[config.mk]
export PLATFORM = sky130hd
export DESIGN_NAME = ep0_hs_arb
export DESIGN_NICKNAME = d
export VERILOG_FILES = /design/src/rtl/ep0_hs_pkg.sv /design/src/rtl/ep0_hs_regs.sv /design/src/rtl/ep0_hs_decide.sv /design/src/rtl/ep0_hs_out.sv /design/src/rtl/ep0_hs_arb.sv
export SDC_FILE = /design/constraint.sdc
export NUM_CORES = 1
export LEC_CHECK = 0
export BUFFER_PORTS_ARGS = -buffer_cell sky130_fd_sc_hd__buf_2
export CAP_MARGIN = 30
export CORE_MARGIN = 2
export CORE_UTILIZATION = 35
export DETAILED_ROUTE_END_ITERATION = 10
export PLACE_DENSITY = 0.67
export SLEW_MARGIN = 20
export SYNTH_ARGS = -nofsm -noshare
export SYNTH_HDL_FRONTEND = slang
export SYNTH_HIERARCHICAL = 1
export SYNTH_SLANG_ARGS = --single-unit
[constraint.sdc]
create_clock -name clk_i -period 1.5 [get_ports clk_i]
set_input_delay 0.225 -clock clk_i [delete_from_list [all_inputs] [get_ports clk_i]]
set_output_delay 0.225 -clock clk_i [all_outputs]
set_load 0.01 [all_outputs]
[src/rtl/ep0_hs_pkg.sv]
package ep0_hs_pkg;
  typedef enum logic [1:0] {
    HS_NONE  = 2'b00,
    HS_ACK   = 2'b01,
    HS_NAK   = 2'b10,
    HS_STALL = 2'b11
  } hs_code_e;

  localparam int DIR_OUT   = 0;
  localparam int DIR_IN    = 1;
  localparam int NUM_DIR   = 2;
  localparam int NAK_BIT   = 0;
  localparam int STALL_BIT = 1;
endpackage

[src/rtl/ep0_hs_regs.sv]
module ep0_hs_regs
  import ep0_hs_pkg::*;
#(
  parameter int              ADDR_W    = 2,
  parameter int              DATA_W    = 8,
  parameter logic [ADDR_W-1:0] CTRL_ADDR = 'd0,
  parameter logic [ADDR_W-1:0] IN_ADDR   = 'd1,
  parameter logic [ADDR_W-1:0] OUT_ADDR  = 'd2
) (
  input  logic              clk_i,
  input  logic              rst_ni,
  input  logic              we_i,
  input  logic [ADDR_W-1:0] addr_i,
  input  logic [DATA_W-1:0] wdata_i,
  input  logic              setup_done_i,
  output logic [DATA_W-1:0] rdata_o,
  output logic              dir_in_o,
  output logic [NUM_DIR-1:0] nak_o,
  output logic [NUM_DIR-1:0] stall_o
);
  localparam int DIR_BIT = DATA_W - 1;

  logic dir_q;

  always_ff @(posedge clk_i or negedge rst_ni) begin
    if (!rst_ni)                          dir_q <= 1'b0;
    else if (we_i && addr_i == CTRL_ADDR) dir_q <= wdata_i[DIR_BIT];
  end

  for (genvar d = 0; d < NUM_DIR; d++) begin : g_dir
    localparam logic [ADDR_W-1:0] A = (d == DIR_IN) ? IN_ADDR : OUT_ADDR;
    logic nak_q, stall_q;

    // setup completion outranks a same-cycle software write
    always_ff @(posedge clk_i or negedge rst_ni) begin
      if (!rst_ni)                  nak_q <= 1'b0;
      else if (setup_done_i)        nak_q <= 1'b1;
      else if (we_i && addr_i == A) nak_q <= wdata_i[NAK_BIT];
    end

    always_ff @(posedge clk_i or negedge rst_ni) begin
      if (!rst_ni)                  stall_q <= 1'b0;
      else if (we_i && addr_i == A) stall_q <= wdata_i[STALL_BIT];
    end

    assign nak_o[d]   = nak_q;
    assign stall_o[d] = stall_q;
  end

  assign dir_in_o = dir_q;

  always_comb begin
    rdata_o = '0;
    if (addr_i == CTRL_ADDR) begin
      rdata_o[DIR_BIT] = dir_q;
    end else if (addr_i == IN_ADDR) begin
      rdata_o[NAK_BIT]   = nak_o[DIR_IN];
      rdata_o[STALL_BIT] = stall_o[DIR_IN];
    end else if (addr_i == OUT_ADDR) begin
      rdata_o[NAK_BIT]   = nak_o[DIR_OUT];
      rdata_o[STALL_BIT] = stall_o[DIR_OUT];
    end
  end
endmodule

[src/rtl/ep0_hs_decide.sv]
module ep0_hs_decide
  import ep0_hs_pkg::*;
(
  input  logic               tok_in_i,
  input  logic               dir_in_i,
  input  logic [NUM_DIR-1:0] nak_i,
  input  logic [NUM_DIR-1:0] stall_i,
  input  logic               fifo_has_data_i,
  input  logic               fifo_has_space_i,
  output hs_code_e           code_o
);
  logic fifo_ok;
  assign fifo_ok = tok_in_i ? fifo_has_data_i : fifo_has_space_i;

  always_comb begin
    if (stall_i[tok_in_i])                         code_o = HS_STALL;
    else if (tok_in_i != dir_in_i || nak_i[tok_in_i]) code_o = HS_NAK;
    else if (fifo_ok)                              code_o = HS_ACK;
    else                                           code_o = HS_NAK;
  end
endmodule

[src/rtl/ep0_hs_out.sv]
module ep0_hs_out
  import ep0_hs_pkg::*;
(
  input  logic     clk_i,
  input  logic     rst_ni,
  input  logic     tok_valid_i,
  input  hs_code_e code_i,
  output logic     valid_o,
  output hs_code_e code_o
);
  always_ff @(posedge clk_i or negedge rst_ni) begin
    if (!rst_ni) begin
      valid_o <= 1'b0;
      code_o  <= HS_NONE;
    end else begin
      valid_o <= tok_valid_i;
      code_o  <= tok_valid_i ? code_i : HS_NONE;
    end
  end
endmodule

[src/rtl/ep0_hs_arb.sv]
module ep0_hs_arb
  import ep0_hs_pkg::*;
#(
  parameter int              ADDR_W    = 2,
  parameter int              DATA_W    = 8,
  parameter logic [ADDR_W-1:0] CTRL_ADDR = 'd0,
  parameter logic [ADDR_W-1:0] IN_ADDR   = 'd1,
  parameter logic [ADDR_W-1:0] OUT_ADDR  = 'd2
) (
  input  logic              clk_i,
  input  logic              rst_ni,
  input  logic              reg_we_i,
  input  logic [ADDR_W-1:0] reg_addr_i,
  input  logic [DATA_W-1:0] reg_wdata_i,
  output logic [DATA_W-1:0] reg_rdata_o,
  input  logic              setup_done_i,
  input  logic              tok_valid_i,
  input  logic              tok_in_i,
  input  logic              fifo_has_data_i,
  input  logic              fifo_has_space_i,
  output logic              hs_valid_o,
  output logic [1:0]        hs_code_o
);
  logic               dir_q;
  logic [NUM_DIR-1:0] nak_q;
  logic [NUM_DIR-1:0] stall_q;
  hs_code_e           code_d;
  hs_code_e           code_q;

  ep0_hs_regs #(
    .ADDR_W(ADDR_W), .DATA_W(DATA_W),
    .CTRL_ADDR(CTRL_ADDR), .IN_ADDR(IN_ADDR), .OUT_ADDR(OUT_ADDR)
  ) regs_i (
    .clk_i       (clk_i),
    .rst_ni      (rst_ni),
    .we_i        (reg_we_i),
    .addr_i      (reg_addr_i),
    .wdata_i     (reg_wdata_i),
    .setup_done_i(setup_done_i),
    .rdata_o     (reg_rdata_o),
    .dir_in_o    (dir_q),
    .nak_o       (nak_q),
    .stall_o     (stall_q)
  );

  ep0_hs_decide decide_i (
    .tok_in_i        (tok_in_i),
    .dir_in_i        (dir_q),
    .nak_i           (nak_q),
    .stall_i         (stall_q),
    .fifo_has_data_i (fifo_has_data_i),
    .fifo_has_space_i(fifo_has_space_i),
    .code_o          (code_d)
  );

  ep0_hs_out out_i (
    .clk_i      (clk_i),
    .rst_ni     (rst_ni),
    .tok_valid_i(tok_valid_i),
    .code_i     (code_d),
    .valid_o    (hs_valid_o),
    .code_o     (code_q)
  );

  assign hs_code_o = code_q;
endmodule

# Yosys cells after proc, flatten, opt, wreduce, memory -nomap -nowiden
# Cells that the tools add are included.
dict set report word_totals {
  inputBits 18
  elab_cells 35
  regBits 8
  ram_bits 0
  latch_bits 0
  n_memories 0
  rom_bits 0
  out_inout_bits 11
}
dict set report classes {
  muxes 17
  multipliers 0
  order_cmp 1
  n_div 0
  shift 0
  n_eq_ne 3
  add_sub_neg 0
  bitwise_logic 0
  reduce_logical 7
}
# operator n
set ops {}
lappend ops {{$mux W2} 7}
lappend ops {{$mux W1} 10}
lappend ops {{$reduce_bool A2 Y1} 2}
lappend ops {{$logic_and A1 B1 Y1} 3}
lappend ops {{$eq A2 B1 Y1 const B} 1}
lappend ops {{$eq A2 B2 Y1 const B} 1}
lappend ops {{$logic_not A2 Y1} 1}
lappend ops {{$lt A1 B2 Y1 const B} 1}
lappend ops {{$logic_or A1 B1 Y1} 1}
lappend ops {{$ne A1 B1 Y1} 1}

# Longest topological paths before layout
# Gate-level depths: netlist (run 1).
dict set report logic_depth {
  ltp_word 6
  depth_mapped 4
  ltp_nobuf 3
}

# By module
# Netlist (run 1), hierarchy kept.
# module instances seq_area_each_um2 area_each_um2 cells_each
set by_module_without_submodules {}
lappend by_module_without_submodules {ep0_hs_regs 1 125.1 325.3 31}
lappend by_module_without_submodules {ep0_hs_out 1 75.1 87.6 5}
lappend by_module_without_submodules {ep0_hs_decide 1 0.0 47.5 5}

# Worst setup path after synthesis (run 1)
# No wires, ideal clock.
dict set report synth_timing {
  path_type {register to register}
  start {register regs_i.g_dir[0].nak_q}
  end {register out_i.code_o[1]}
  required_time_ps 1381
  path_stages_with_launch 5
  setup_slack_ps 96
  synth_period_minus_slack_ps 1404
  path_buffers 1
  setup_ps 119
  t_arrival_ps 1285
  path_cell_list {dfrtp_1 -> buf_4 -> or4b_4 -> a21bo_1 -> and2_1}
}
dict set report synth_between {
  elab_chain_len 6
}
# element line_no
set synth_rtl {}
lappend synth_rtl {{start, declared} ep0_hs_regs.sv:32} ;# logic nak_q, stall_q;
lappend synth_rtl {{start signal, assigned} ep0_hs_regs.sv:38} ;# else if (we_i && addr_i == A) nak_q <= wdata_i[NAK_BIT];
lappend synth_rtl {{$mux W1 (implied by the code) (2 in a row)} ep0_hs_decide.sv:17} ;# else if (tok_in_i != dir_in_i || nak_i[tok_in_i]) code_o = HS_NAK;
lappend synth_rtl {{$logic_or A1 B1 Y1} ep0_hs_decide.sv:17}
lappend synth_rtl {{$mux W2} ep0_hs_decide.sv:17}
lappend synth_rtl {{$mux W2} ep0_hs_decide.sv:16} ;# if (stall_i[tok_in_i]) code_o = HS_STALL;
lappend synth_rtl {{named net code_d[1]} ep0_hs_arb.sv:27} ;# hs_code_e code_d;
lappend synth_rtl {{$mux W2} ep0_hs_out.sv:17} ;# code_o <= tok_valid_i ? code_i : HS_NONE;
lappend synth_rtl {{end signal, assigned} ep0_hs_out.sv:17}
lappend synth_rtl {{end, declared} ep0_hs_out.sv:9} ;# output hs_code_e code_o
# The timed path passes the listed nets, and every way through them passes these cells. The select of a mux whose other input is x is not followed.
# A chain may end at the register's enable or synchronous reset.

# Worst setup path after layout (run 1)
dict set report layout_timing {
  start {register regs_i.dir_q, in the netlist regs_i/dir_in_o}
  end {register out_i.code_o[1]}
}
dict set report layout_between {
  elab_chain_len 5
}
# element line_no
set layout_rtl {}
lappend layout_rtl {{start, declared} ep0_hs_regs.sv:23} ;# logic dir_q;
lappend layout_rtl {{start signal, assigned} ep0_hs_regs.sv:27} ;# else if (we_i && addr_i == CTRL_ADDR) dir_q <= wdata_i[DIR_BIT];
lappend layout_rtl {{$ne A1 B1 Y1} ep0_hs_decide.sv:17}
lappend layout_rtl {{$logic_or A1 B1 Y1} ep0_hs_decide.sv:17}
lappend layout_rtl {{$mux W2} ep0_hs_decide.sv:17}
lappend layout_rtl {{$mux W2} ep0_hs_decide.sv:16}
lappend layout_rtl {{named net code_d[1]} ep0_hs_arb.sv:27}
lappend layout_rtl {{$mux W2} ep0_hs_out.sv:17}
# The timed path passes the listed nets, and every way through them passes these cells.

==> metrics.yaml, run 1 <==
run_status:
  status: "finished clean"
power:
  power.leakage_uw: 0.000279
  swShare: 0.250
  pwr-share-comb: 0.194
  p_int_uw: 385
  power_frac_seq: 0.496
  irDropWorstVdd_mv: 0.607
  p_sw_uw: 128
  power_density_nw_per_um2: 935
  clockPowerShare: 0.310
cells_and_area:
  drive_gt1_frac: 0.414
  layoutNonFillerInstCount: 73
  area_delta_synth_final_pct: 19.3
  nets: 78
  final_core_util: 0.433
  antenna_cells: 0
clocking:
  post_cts_buffers: 0
  clk_pin_slew_worst_paths_ns: 0.05
  ctsHtreeMaxLevel: 1
  root_buffer: "clkbuf_4"
  cts_buffer_depth: 2
  cts_made_buffers: 3
  cts_hold_buf: 1
  insertion_delay_ns: 0.25
  cts_tree: "built"
  cts_resized: 0
  clkSinkCount: 8
min_path:
  holdCritPathClass: "in2reg"
  hold_depth: 1
  hold_path_end: "out_i/valid_o"
  hold_start: "tok_valid_i"
routing:
  viasPerCell: 4.63
  vias: 338
  dr.max_layer_used: "met3"
  ant_nets: 0
  drc: 0
  dr.first_iter.drc_count: 6
  drt_first_pass_iters: 3
  wl_um: 730
  post_drt_wl_per_cell_um: 10.0
  route.met3.wl_um: 100
  drt-met1-wl_um: 279
  wl_met2_um: 350
sta:
  totalNegativeSetupSlack_ns: 0
  skew_ns: 0.00395
  max_clock_freq_ghz: 0.733
  finalCritPeriodShare: 0.909
  finalSetupViolCount: 0
  holdWs_ns: 0.107
  rsz0062_at_grt: "no"
  final_max_slew_viol_count: 0
  finalHoldViolCount: 0
  finalCriticalPeriod_ns: 1.36
worst_setup_path:
  reg2reg_depth: 3
  required_ns: 1.64
  path_class: "reg2reg"
  worst_setup_path_start_kind: "flop"
  arrival_ns: 1.51
  worstPathMaxFanout: 4
  regToRegStartpoint: "regs_i/dir_in_o"
  end_kind: "flop"
  rr_endpoint: "out_i/code_o[1]"
  r2r_slack_ns: 0.14
floorplan:
  initial_utilization: 0.363
  ios: 29
  chipHeight_um: 40.3
  core_sq_um: 1270
  die-area_sq_um: 1620
  rows: 13
  dieWidth_um: 40.3
logic_synthesis:
  ys_types: 17
  synth_top_area_cell: "dfrtp_1"
  syn_inst: 41
  ys_seq_area_frac: 0.435
  synth.area.top_cells: "dfrtp_1 (43%), buf_4 (15%), mux2i_1 (6.5%), mux2_1 (4.9%), a22o_1 (3.8%)"
  synth.avg_cell_area_sq_um: 11.2
  yosysTopAreaCellShare: 0.435
  synth-async-reset-ratio: 1.00
  yosysWarnings: 6
  synth_ff_type: "dfrtp_1"
  synth-edff-count: 0
  ys_seq_elements: 8
  synthesis.area_sq_um: 460
flow_run:
  maxCapViolCount: 0
place:
  gp_congestion: 0.642
  io_buffers: 18
  dpl.hpwl_um: 614
  dpl.cell_count: 69
global_routing:
  antenna_found_initial: 0
  grt_first_pass_wirelength_um: 1110
  grt_max_degree: 9
  track_usage: 0.114
  overflow: 0
  grt_pass1_vias: 285
-- layout by cell type (no fill, tap or decap), drive strengths merged --
cell type / synthesis / final
buf: 9 / 18
dfrtp: 8 / 8
conb: 1 / 5
clkbuf: 0 / 3
mux2i: 3 / 3
nor2: 3 / 3
mux2: 3 / 3
and2: 2 / 2
a22o: 2 / 2
nor3b: 2 / 2
nand3b: 2 / 2
and2b: 2 / 2
nand4b: 1 / 1
or4b: 1 / 1
nand3: 1 / 1
a21bo: 1 / 1
dlygate4sd3: 0 / 1
-- cell usage after synthesis (2+ instances only) --
cell type / count
buf_4: 9
mux2i_1: 3
nor3b_1: 2
nor2_1: 3
dfrtp_1: 8
a22o_1: 2
mux2_1: 2
nand3b_1: 2
and2_1: 2
-- layer usage --
layer  vias to the layer above  global-route usage
met2                        16               0.169
met1                       158               0.112
met5                         -                   0
met3                         0               0.100
met4                         0              0.0500
li1                        164                   -
-- registers in the layout (all words and copies together) (netlist names) --
name                  count
out_i/code_o              2
out_i/valid_o             1
regs_i/dir_in_o           1
regs_i/g_dir.nak_q        2
regs_i/g_dir.stall_q      2
-- critical path: stages (launching register included) --
cell	delay, ns
dfrtp_1	0.40
or4b_4	0.52
a21bo_1	0.19
and2_1	0.14
-- final cells by class --
| cell class | count | area [sq um] |
|---|---|---|
| Clock buffer | 3 | 22.5 |
| Sequential cell | 8 | 200 |
| Tap cell | 15 | 18.8 |
| Timing Repair Buffer | 19 | 100 |
| Multi-Input combinational cell | 28 | 208 |
| Fill cell | 137 | 719 |
-- how the worst max path moves through the flow --
stage / slack (ns) / cells after the start / from / to
floorplan: 0.1 / 4 / regs_i/g_dir[0].nak_q / out_i/code_o[1]
global placement: 0.14 / 3 / regs_i/dir_in_o / out_i/code_o[1]
detailed placement: 0.14 / 3 / regs_i/dir_in_o / out_i/code_o[1]
CTS: 0.13 / 3 / regs_i/dir_in_o / out_i/code_o[1]
global route: 0.09 / 3 / regs_i/dir_in_o / out_i/code_o[1]
finish: 0.14 / 3 / regs_i/dir_in_o / out_i/code_o[1]
-- cell families after synthesis --
kind of cell,Yosys count,synth area share
AND/OR/NAND/NOR,14,0.212
buffers and inverters,9,0.147
flip-flops,8,0.435
multiplexers,6,0.139
AO/OA/AOI/OAI,3,0.0598
other,1,0.00814
-- metrics by stage --
stage	total power [uW]	worst slack, ns	instance area [sq um]
after floorplan	338	0.0958	475
after global placement	356	0.141	517
after detailed placement	358	0.145	517
after CTS	527	0.128	549
after global routing	552	0.0880	549
final	513	0.137	549
-- power by group through the flow --
stage / clock, uW / combinational [uW] / sequential, uW
6_report: 159 / 99.5 / 255
5_1_grt: 183 / 112 / 258
4_1_cts: 170 / 101 / 255
3_5_place_dp: 0 / 99.4 / 258
3_3_place_gp: 0 / 98.3 / 258
2_1_floorplan: 0 / 79.1 / 259
(Power assumes the default switching activity.)
==> inputs of run 2 (changes only) <==
- CORE_AREA: not set -> 2 2 39 41
- CORE_MARGIN: 2 -> not set
- CORE_UTILIZATION: 35 -> not set
- CTS_BUF_LIST: not set -> sky130_fd_sc_hd__clkbuf_2 sky130_fd_sc_hd__clkbuf_4 sky130_fd_sc_hd__clkbuf_8
- DIE_AREA: not set -> 0 0 41 43
==> metrics.yaml, run 2 (synthesized netlist as in run 1, its figures left out) <==
clocking:
  cts_resized: 0  # unchanged
  clkSinkCount: 8  # unchanged
  insertion_delay_ns: 0.25  # about the same
  ctsHtreeMaxLevel: 1  # unchanged
  cts_made_buffers: 3  # unchanged
  root_buffer: "clkbuf_4"
  clk_pin_slew_worst_paths_ns: 0.05  # about the same
  post_cts_buffers: 0  # unchanged
  cts_buffer_depth: 2  # unchanged
  cts_tree: "built"
routing:
  wl_um: 808  # +11%
  post_drt_wl_per_cell_um: 10.9  # +9.2%
  drt_first_pass_iters: 2  # -1
  vias: 334  # -1.2%
  drc: 0  # unchanged
  ant_nets: 0  # unchanged
  viasPerCell: 4.51  # -2.5%
  dr.first_iter.drc_count: 3  # -3
sta:
  finalHoldViolCount: 0  # unchanged
  finalSetupViolCount: 0  # unchanged
  rsz0062_at_grt: "no"
  holdWs_ns: 0.103  # -0.00407 ns
  final_max_slew_viol_count: 0  # unchanged
  finalCritPeriodShare: 0.920  # +0.0115
  finalCriticalPeriod_ns: 1.38  # +0.0173 ns
  totalNegativeSetupSlack_ns: 0  # unchanged
  max_clock_freq_ghz: 0.724  # -1.3%
  setup_slack_ns: 0.119  # -0.0173 ns
  skew_ns: 0.00174  # -0.00221 ns
min_path:
  hold_path_end: "out_i/valid_o"
  hold_start: "tok_valid_i"
  holdCritPathClass: "in2reg"
  hold_depth: 1  # unchanged
place:
  dpl_worst_slack_ns: 0.118  # -0.0270 ns
  dpl.hpwl_um: 666  # +8.6%
  gp_congestion: 0.653  # +1.8%
  place_area_sq_um: 518  # +0.24%
  io_buffers: 18  # unchanged
cells_and_area:
  nets: 78  # unchanged
  largestRegisters: "out_i/code_o (2), regs_i/g_dir.nak_q (2), regs_i/g_dir.stall_q (2)"
  fin_area_sq_um: 551  # +0.23%
  drive_gt1_frac: 0.414  # unchanged
  final_core_util: 0.398  # -0.0351
  mostFrequentLayoutCell: "buf_2"
  mostFrequentLayoutCells: "buf_2 (18), dfrtp_1 (8), conb_1 (5)"
  area_delta_synth_final_pct: 19.6
  antenna_cells: 0  # unchanged
worst_setup_path:
  rr_endpoint: "out_i/code_o[1]"
  regToRegStartpoint: "regs_i/dir_in_o"
  worst_setup_path_start_kind: "flop"
  r2r_slack_ns: 0.12  # -0.02 ns
  slowest_stage: "or4b_4"
  arrival_ns: 1.52  # about the same
  end_kind: "flop"
  max_stage_delay_ns: 0.52  # about the same
  required_ns: 1.64  # about the same
  reg2reg_depth: 3  # unchanged
  cp_cell_sequence: "or4b_4, a21bo_1, and2_1"
  path_class: "reg2reg"
  worstPathMaxFanout: 4  # unchanged
global_routing:
  grt_max_degree: 9  # unchanged
  overflow: 0  # unchanged
  met3_usage: 0.0838  # -0.0162
  antenna_found_initial: 0  # unchanged
  gr-usage-met2: 0.147  # -0.0225
  grtUsageMet1: 0.118  # +0.00579
  track_usage: 0.112  # -0.00220
  grt_pass1_vias: 304  # +6.7%
  grt_first_pass_wirelength_um: 1200  # +8.1%
  top_usage_layer: "met2"
power:
  power_density_nw_per_um2: 938  # +0.36%
  power.leakage_uw: 0.000279  # unchanged
  irDropWorstVdd_mv: 0.457  # -25%
floorplan:
  initial_utilization: 0.333  # -0.0302
  dieWidth_um: 41  # +1.8%
  core_sq_um: 1380  # +9.1%
  chipHeight_um: 43  # +6.8%
  rows: 14  # +1
  ios: 29  # unchanged
  die-area_sq_um: 1760  # +8.7%
run_status:
  status: "finished clean"
flow_run:
  maxCapViolCount: 0  # unchanged
==> run 2: cell counts in the layout (fill, tap and decap cells not counted) <==
No cell type changed its count.
==> run 2: worst max path at each step <==
stage                          startpoint              end  slack [ns]  depth (start not counted)
detailed placement        regs_i/dir_in_o  out_i/code_o[1]        0.12                          3
floorplan           regs_i/g_dir[0].nak_q  out_i/code_o[1]         0.1                          4
global route              regs_i/dir_in_o  out_i/code_o[1]        0.08                          3
global placement          regs_i/dir_in_o  out_i/code_o[1]        0.14                          3
CTS                       regs_i/dir_in_o  out_i/code_o[1]        0.11                          3
finish                    regs_i/dir_in_o  out_i/code_o[1]        0.12                          3
==> run 2: repair_timing <==
item / CTS / global route
hold buffers: 1 / 0
hold endpoints to repair: 8 / 0
endpoints found under the setup margin: 0 / 0
==> run 2: final cells by class <==
cell class                 instances  area, sq um
clock buffer                       3         22.5
fill                             142          833
sequential                         8          200
multi-input combinational         28          208
timing repair buffer              19          100
tap                               16         20.0
==> run 2: critical path, delay by kind of cell, from the launching register on <==
kind | cells | cell delay, ns
flip-flops | 1 | 0.40
AO/OA/AOI/OAI | 1 | 0.20
AND/OR/NAND/NOR | 2 | 0.67
==> run 2: power by group <==
| group | internal [uW] | switching, uW |
|---|---|---|
| clock network | 91.2 | 68.6 |
| logic | 54.1 | 47.1 |
| registers | 240 | 15.3 |
| total | 385 | 131 |
==> run 2: metrics by stage <==
step	total power [uW]	std cells
global route	554	74
finish	516	74
global placement	357	70
CTS	528	74
floorplan	338	45
detailed placement	359	70
==> run 2: layer usage <==
| layer | up-vias | part of all wire |
|---|---|---|
| met4 | 0 | 0.012 |
| met2 | 16 | 0.45 |
| met1 | 151 | 0.41 |
| met5 | - | 0 |
| li1 | 165 | - |
| met3 | 2 | 0.12 |
